$ cat config.mk
export PLATFORM = sky130hd
export DESIGN_NAME = sar_ripple_ctrl
export DESIGN_NICKNAME = d
export VERILOG_FILES = /design/src/rtl/sar_ripple_pkg.sv /design/src/rtl/sar_bit_stage.sv /design/src/rtl/sar_cmp_clock.sv /design/src/rtl/sar_result_capture.sv /design/src/rtl/sar_ripple_ctrl.sv
export SDC_FILE = /design/constraint.sdc
export NUM_CORES = 1
export LEC_CHECK = 0
export BUFFER_PORTS_ARGS = -buffer_cell sky130_fd_sc_hd__buf_2
export CORE_ASPECT_RATIO = 1.75
export CORE_MARGIN = 1.5
export CORE_UTILIZATION = 54
export CTS_CLUSTER_SIZE = 16
export DETAILED_ROUTE_END_ITERATION = 12
export PLACE_DENSITY = 0.76
export SLEW_MARGIN = 20
export SYNTH_ARGS = -nofsm -noshare
export SYNTH_HDL_FRONTEND = slang
export SYNTH_HIERARCHICAL = 1
export SYNTH_SLANG_ARGS = --single-unit
$ cat constraint.sdc
create_clock -name clk -period 5.85 [get_ports clk]
set_clock_uncertainty 0.1 [all_clocks]
set_input_delay 1.17 -clock clk [delete_from_list [all_inputs] [get_ports clk]]
set_output_delay 1.17 -clock clk [all_outputs]
set_load 0.01 [all_outputs]
$ cat src/rtl/sar_ripple_pkg.sv
package sar_ripple_pkg;

    typedef enum logic [1:0] {
        S_IDLE    = 2'd0,
        S_DECIDE  = 2'd1,
        S_RELEASE = 2'd2,
        S_HELD    = 2'd3
    } stage_state_e;

    typedef struct packed {
        logic pos_lift;
        logic pos_drop;
        logic neg_drop;
        logic neg_lift;
    } plate_t;

    localparam plate_t PLATE_RST = '{pos_lift: 1'b0, pos_drop: 1'b1,
                                     neg_drop: 1'b1, neg_lift: 1'b0};

    function automatic plate_t next_plate(input plate_t cur,
                                          input logic   p_wins,
                                          input logic   split);
        plate_t nxt;
        nxt = cur;
        if (p_wins) begin
            nxt.pos_drop = 1'b0;
            if (split) nxt.neg_lift = 1'b1;
        end else begin
            nxt.neg_drop = 1'b0;
            if (split) nxt.pos_lift = 1'b1;
        end
        return nxt;
    endfunction

endpackage

$ cat src/rtl/sar_bit_stage.sv
module sar_bit_stage
    import sar_ripple_pkg::*;
#(
    parameter bit SPLIT = 1'b1
) (
    input  logic   clk,
    input  logic   rst_n,
    input  logic   samp_clk,
    input  logic   en_in,
    input  logic   cmp_p,
    input  logic   cmp_n,
    output logic   en_out,
    output logic   loop_out,
    output logic   deciding,
    output logic   win_p,
    output plate_t plate
);

    stage_state_e state_q;
    stage_state_e state_d;
    logic         valid_dec;

    assign valid_dec = cmp_p ^ cmp_n;

    // next-state: arm, decide, release, flush
    always_comb begin
        state_d = state_q;
        unique case (state_q)
            S_IDLE:    if (en_in)             state_d = S_DECIDE;
            S_DECIDE:  if (valid_dec)         state_d = S_RELEASE;
            S_RELEASE: if (!cmp_p && !cmp_n) state_d = S_HELD;
            S_HELD:                           state_d = S_HELD;
        endcase
        if (samp_clk) state_d = S_IDLE;
    end

    // state register
    always_ff @(posedge clk or negedge rst_n) begin
        if (!rst_n) state_q <= S_IDLE;
        else        state_q <= state_d;
    end

    // decoded handshake outputs
    always_comb begin
        en_out   = 1'b0;
        loop_out = 1'b0;
        deciding = 1'b0;
        unique case (state_q)
            S_IDLE:    ;
            S_DECIDE:  deciding = 1'b1;
            S_RELEASE: loop_out = 1'b1;
            S_HELD:    en_out   = 1'b1;
        endcase
    end

    // plate controls: updated on the decide transition, frozen otherwise
    always_ff @(posedge clk or negedge rst_n) begin
        if (!rst_n) begin
            plate <= PLATE_RST;
            win_p <= 1'b0;
        end else if (samp_clk) begin
            plate <= PLATE_RST;
            win_p <= 1'b0;
        end else if (state_q == S_DECIDE && valid_dec) begin
            plate <= next_plate(plate, cmp_p, SPLIT);
            win_p <= cmp_p;
        end
    end

endmodule

$ cat src/rtl/sar_cmp_clock.sv
module sar_cmp_clock #(
    parameter int NBITS   = 9,
    parameter int TMO_CYC = 64
) (
    input  logic             clk,
    input  logic             rst_n,
    input  logic             samp_clk,
    input  logic             cmp_p,
    input  logic             cmp_n,
    input  logic [NBITS-1:0] loop_vec,
    input  logic [NBITS-1:0] deciding_vec,
    input  logic             lsb_held,
    output logic             cmp_clk,
    output logic             cmp_timeout
);

    localparam int CW = $clog2(TMO_CYC + 1);

    logic [CW-1:0] wait_cnt;
    logic          stalled;

    // comparator held in reset while any stage loop is high during conversion
    assign cmp_clk = ~((|loop_vec) & ~samp_clk & ~lsb_held);
    assign stalled = (|deciding_vec) & ~(cmp_p ^ cmp_n);

    always_ff @(posedge clk or negedge rst_n) begin
        if (!rst_n) begin
            wait_cnt    <= '0;
            cmp_timeout <= 1'b0;
        end else if (samp_clk) begin
            wait_cnt    <= '0;
            cmp_timeout <= 1'b0;
        end else if (stalled) begin
            if (wait_cnt == CW'(TMO_CYC - 1)) cmp_timeout <= 1'b1;
            else                              wait_cnt    <= wait_cnt + 1'b1;
        end else begin
            wait_cnt <= '0;
        end
    end

endmodule

$ cat src/rtl/sar_result_capture.sv
module sar_result_capture #(
    parameter int NBITS = 9
) (
    input  logic             clk,
    input  logic             rst_n,
    input  logic             samp_clk,
    input  logic [NBITS-1:0] held_vec,
    input  logic [NBITS-1:0] win_vec,
    output logic [NBITS-1:0] result,
    output logic             done
);

    logic             samp_q;
    logic [NBITS-1:0] held_q;

    always_ff @(posedge clk or negedge rst_n) begin
        if (!rst_n) begin
            samp_q <= 1'b0;
            held_q <= '0;
            result <= '0;
            done   <= 1'b0;
        end else begin
            samp_q <= samp_clk;
            held_q <= held_vec;
            if (samp_clk && !samp_q) begin
                result <= '0;
            end else begin
                for (int i = 0; i < NBITS; i++) begin
                    if (held_vec[i] && !held_q[i]) result[i] <= win_vec[i];
                end
            end
            if (samp_clk)                       done <= 1'b0;
            else if (held_vec[0] && !held_q[0]) done <= 1'b1;
        end
    end

endmodule

$ cat src/rtl/sar_ripple_ctrl.sv
module sar_ripple_ctrl
    import sar_ripple_pkg::*;
#(
    parameter int NBITS   = 9,
    parameter int NSPLIT  = 5,
    parameter int TMO_CYC = 64
) (
    input  logic             clk,
    input  logic             rst_n,
    input  logic             samp_clk,
    input  logic             cmp_p,
    input  logic             cmp_n,
    output logic             cmp_clk,
    output logic [NBITS-1:0] pos_lift,
    output logic [NBITS-1:0] pos_drop,
    output logic [NBITS-1:0] neg_drop,
    output logic [NBITS-1:0] neg_lift,
    output logic [NBITS-1:0] result,
    output logic             done,
    output logic             cmp_timeout
);

    localparam int SPLIT_LO = NBITS - NSPLIT;

    logic [NBITS-1:0] en_vec;
    logic [NBITS-1:0] held_vec;
    logic [NBITS-1:0] loop_vec;
    logic [NBITS-1:0] deciding_vec;
    logic [NBITS-1:0] win_vec;
    plate_t           plate_vec [NBITS];

    for (genvar g = 0; g < NBITS; g++) begin : g_stage
        localparam bit IS_SPLIT = (g >= SPLIT_LO);

        if (g == NBITS - 1) begin : g_head
            assign en_vec[g] = ~samp_clk;
        end else begin : g_link
            assign en_vec[g] = held_vec[g+1];
        end

        sar_bit_stage #(
            .SPLIT(IS_SPLIT)
        ) u_stage (
            .clk      (clk),
            .rst_n    (rst_n),
            .samp_clk (samp_clk),
            .en_in    (en_vec[g]),
            .cmp_p    (cmp_p),
            .cmp_n    (cmp_n),
            .en_out   (held_vec[g]),
            .loop_out (loop_vec[g]),
            .deciding (deciding_vec[g]),
            .win_p    (win_vec[g]),
            .plate    (plate_vec[g])
        );

        assign pos_lift[g] = plate_vec[g].pos_lift;
        assign pos_drop[g] = plate_vec[g].pos_drop;
        assign neg_drop[g] = plate_vec[g].neg_drop;
        assign neg_lift[g] = plate_vec[g].neg_lift;
    end

    sar_cmp_clock #(
        .NBITS   (NBITS),
        .TMO_CYC (TMO_CYC)
    ) u_cmp_clock (
        .clk          (clk),
        .rst_n        (rst_n),
        .samp_clk     (samp_clk),
        .cmp_p        (cmp_p),
        .cmp_n        (cmp_n),
        .loop_vec     (loop_vec),
        .deciding_vec (deciding_vec),
        .lsb_held     (held_vec[0]),
        .cmp_clk      (cmp_clk),
        .cmp_timeout  (cmp_timeout)
    );

    sar_result_capture #(
        .NBITS (NBITS)
    ) u_result (
        .clk      (clk),
        .rst_n    (rst_n),
        .samp_clk (samp_clk),
        .held_vec (held_vec),
        .win_vec  (win_vec),
        .result   (result),
        .done     (done)
    );

endmodule

==> results.md <==
- Clock-pin slew on the worst setup and hold paths: 0.06 ns
- Synth area leader: dfrtp_1
- Die ar.: 7810 sq um
- Post-CTS setup repair buffer count: 0
- Final ANT Viol Nets: 0
- Synthesized area: 3930 sq um
- Die height: 116 um
- Net switching power figure: 286 uW
- GP Congestion: 0.740
- Met1 usage: 0.247
- Avg Inst Size Synth: 10.9 sq um
- Critical path startpoint category: primary input
- Via count of the first global-routing pass: 2,694
- Critical path data arrival time: 1.73 ns
- Initial antenna violation count: 0
- # H-tree levels: 3
- Worst-path maximum fanout: 2
- Yosys warning total: 6
- Nets: 422
- M2 GR Usage: 0.372
- Number of buffers created by CTS: 9
- Ys flop type: dfrtp_1
- GR Overflow Total: 0
- Clk pwr share: 0.496
- Antenna diodes: 0
- # Max-Cap Violations: 0
- Vias/cell: 5.41
- Largest net degree at the start of global routing: 84
- Via Count: 2,695
- Setup WS post-layout: 2.85 ns
- Setup CP Type: in2out
- Clk Tree Root Cell: clkbuf_16
- Top-count cell post-synth: dfrtp_1
- Detail Placement HPWL: 5.06 mm
- First-pass GRT wire length: 12.5 mm
- Area grow syn2layout: 15.5%
- 1st-iter DRT viols: 180
- Post-synth EDFFs: 0
- Internal: 1020 uW
- Total length of routed wires: 7.73 mm
- Drt wl/cell: 15.5 um
- Critical Path RT: 4.58 ns
- PostCTS Resize Cnt: 0
- Class of the worst hold path: reg2reg
- Worst slew pin tran: 0.760 ns
- Remaining DRCs: 0
- Post-synthesis sequential area ratio: 0.535
- Num ports: 53
- Cts hold-fix bufs: 0
- Nature of the critical path endpoint: output pin
- Starting Density: 0.551
- Yosys reg bits: 83
- Flop pwr share: 0.450
- First drt pass iteration count: 4
- Met3 GRT Util: 0.0583
- TritonCTS clock tree: built
- Die W: 67.5 um
- IO buf count: 44
- Part of the power in combinational logic: 0.054
- Clock Latency Late Sink: 0.35 ns
- Total track usage: 0.219
- CORE AREA: 7130 sq um
- Yosys cell types: 43
- Pwr dens: 287 nW/um^2
- Highest Clock Rate: 333 MHz
- Most common library cells after synthesis: 65 x dfrtp_1, 39 x inv_1, 37 x nor2_1, 30 x a21oi_1
- Fin Hold WS: 0.387 ns
- Hold Vio Cnt, Final: 0
- Synth top area share: 0.414
- Setup violators final: 0
- Post-place setup slack: 2.85 ns
- Slew Limit Fails: 0
- Post-synthesis async set-or-reset flop share: 1.00
- Peak supply drop: 0.284 mV
- Global route hottest layer: met2
- Final Cycle Share: 0.513
- Total negative setup slack: 0 ns
- RSZ-0062 raised after global routing: false
- Layout cells sized above 1: 0.267
- Minimum clock period after layout: 3.00 ns
- Clk sinks: 83
- Max transition margin: 0.494
- Status: complete, no violations
- Leakage: 0.00215 uW
- Synth top area cells: dfrtp_1 41%, dfstp_2 12%, a21oi_1 3.8%
- Rows: 41
- Post-Synthesis Cells: 361
- CTS max path bufs: 2
- Switching Fraction: 0.219
-- registers in the layout, summed over array words and instances, names as in the netlist --
signal                   count
g_stage.u_stage/win_p        9
u_result/done                1
g_stage.u_stage/state_q     18
u_cmp_clock/wait_cnt         7
u_result/samp_q              1
g_stage.u_stage/plate       28
u_result/result              9
u_cmp_clock/cmp_timeout      1
u_result/held_q              9
-- power groups by stage --
stage	clock (uW)	sequential [uW]	combinational [uW]
final	647	587	70.1
after global routing	682	587	79.9
after CTS	660	587	71.2
after detailed placement	0	597	70.5
after global placement	0	596	67.8
after floorplan	0	597	42.0
-- metal layers --
layer,vias to the layer above,part of all wire
met2,49,0.54
met3,14,0.037
met5,-,0
li1,1314,-
met4,0,0.026
met1,1318,0.40
-- worst max-delay path, cell delays in order --
cell	delay, ns
buf_2	0.13
a311o_1	0.29
buf_2	0.15
-- cell families after synthesis --
group,Yosys count,synth area share
AOI/OAI and AO/OA,77,0.134
and+or+nand+nor,119,0.198
DFF,83,0.535
buffers and inverters,53,0.0602
xor gates and xnor gates,1,0.00223
adders and majority gates,10,0.0319
muxes,14,0.0357
other,4,0.00382
-- cells in the final DEF, fill, tap and decap left out, types with 5 or more instances in the layout --
master / instances
dfrtp_1: 65
buf_2: 43
inv_1: 39
nor2_1: 37
a21oi_1: 30
nand2b_1: 18
dfstp_2: 18
a21o_1: 14
mux2i_1: 14
ha_1: 10
clkbuf_16: 9
and2_2: 9
and3b_1: 9
and2b_2: 8
conb_1: 8
o21ai_0: 6
nor2b_1: 6
nand2_1: 5
nand4bb_1: 5
nand4b_1: 5
a211oi_2: 5
o22ai_1: 5
-- layout make-up --
type,instances,area [sq um]
flip-flops and latches,83,2100
multi-input cells,229,1610
clock buffers,9,225
fillers,595,2590
clock inverters,7,116
well taps,86,108
inverters,39,146
repair buffers,45,234
-- path summary, 6_finish.rpt --
check / startpoint / end / slack (ns) / depth (start not counted)
worst max register to register: g_stage[2].u_stage/state_q[1]$_DFFE_PN0P_ / u_cmp_clock/cmp_timeout$_DFFE_PN0P_ / 3.76 / 4
worst min-delay path: g_stage[1].u_stage/plate[1]$_DFFE_PN1P_ / g_stage[1].u_stage/plate[1]$_DFFE_PN1P_ / 0.39 / 2
worst min register to register: g_stage[1].u_stage/plate[1]$_DFFE_PN1P_ / g_stage[1].u_stage/plate[1]$_DFFE_PN1P_ / 0.39 / 2
max in group asynchronous: rst_n / g_stage[4].u_stage/state_q[1]$_DFFE_PN0P_ / 4.36 / 1
worst max-delay path: samp_clk / cmp_clk / 2.85 / 3
min in group asynchronous: rst_n / u_result/result[3]$_DFFE_PN0P_ / 0.77 / 1
-- stage by stage --
stage | utilization | cell area, sq um | cells | power (uW)
global route | 0.636 | 4540 | 498 | 1350
CTS | 0.636 | 4530 | 498 | 1320
finish | 0.636 | 4540 | 498 | 1300
floorplan | - | 3940 | 365 | 639
global placement | 0.588 | 4190 | 482 | 664
detailed placement | 0.588 | 4190 | 482 | 667
Note: power is estimated with default switching activity, not from simulation.
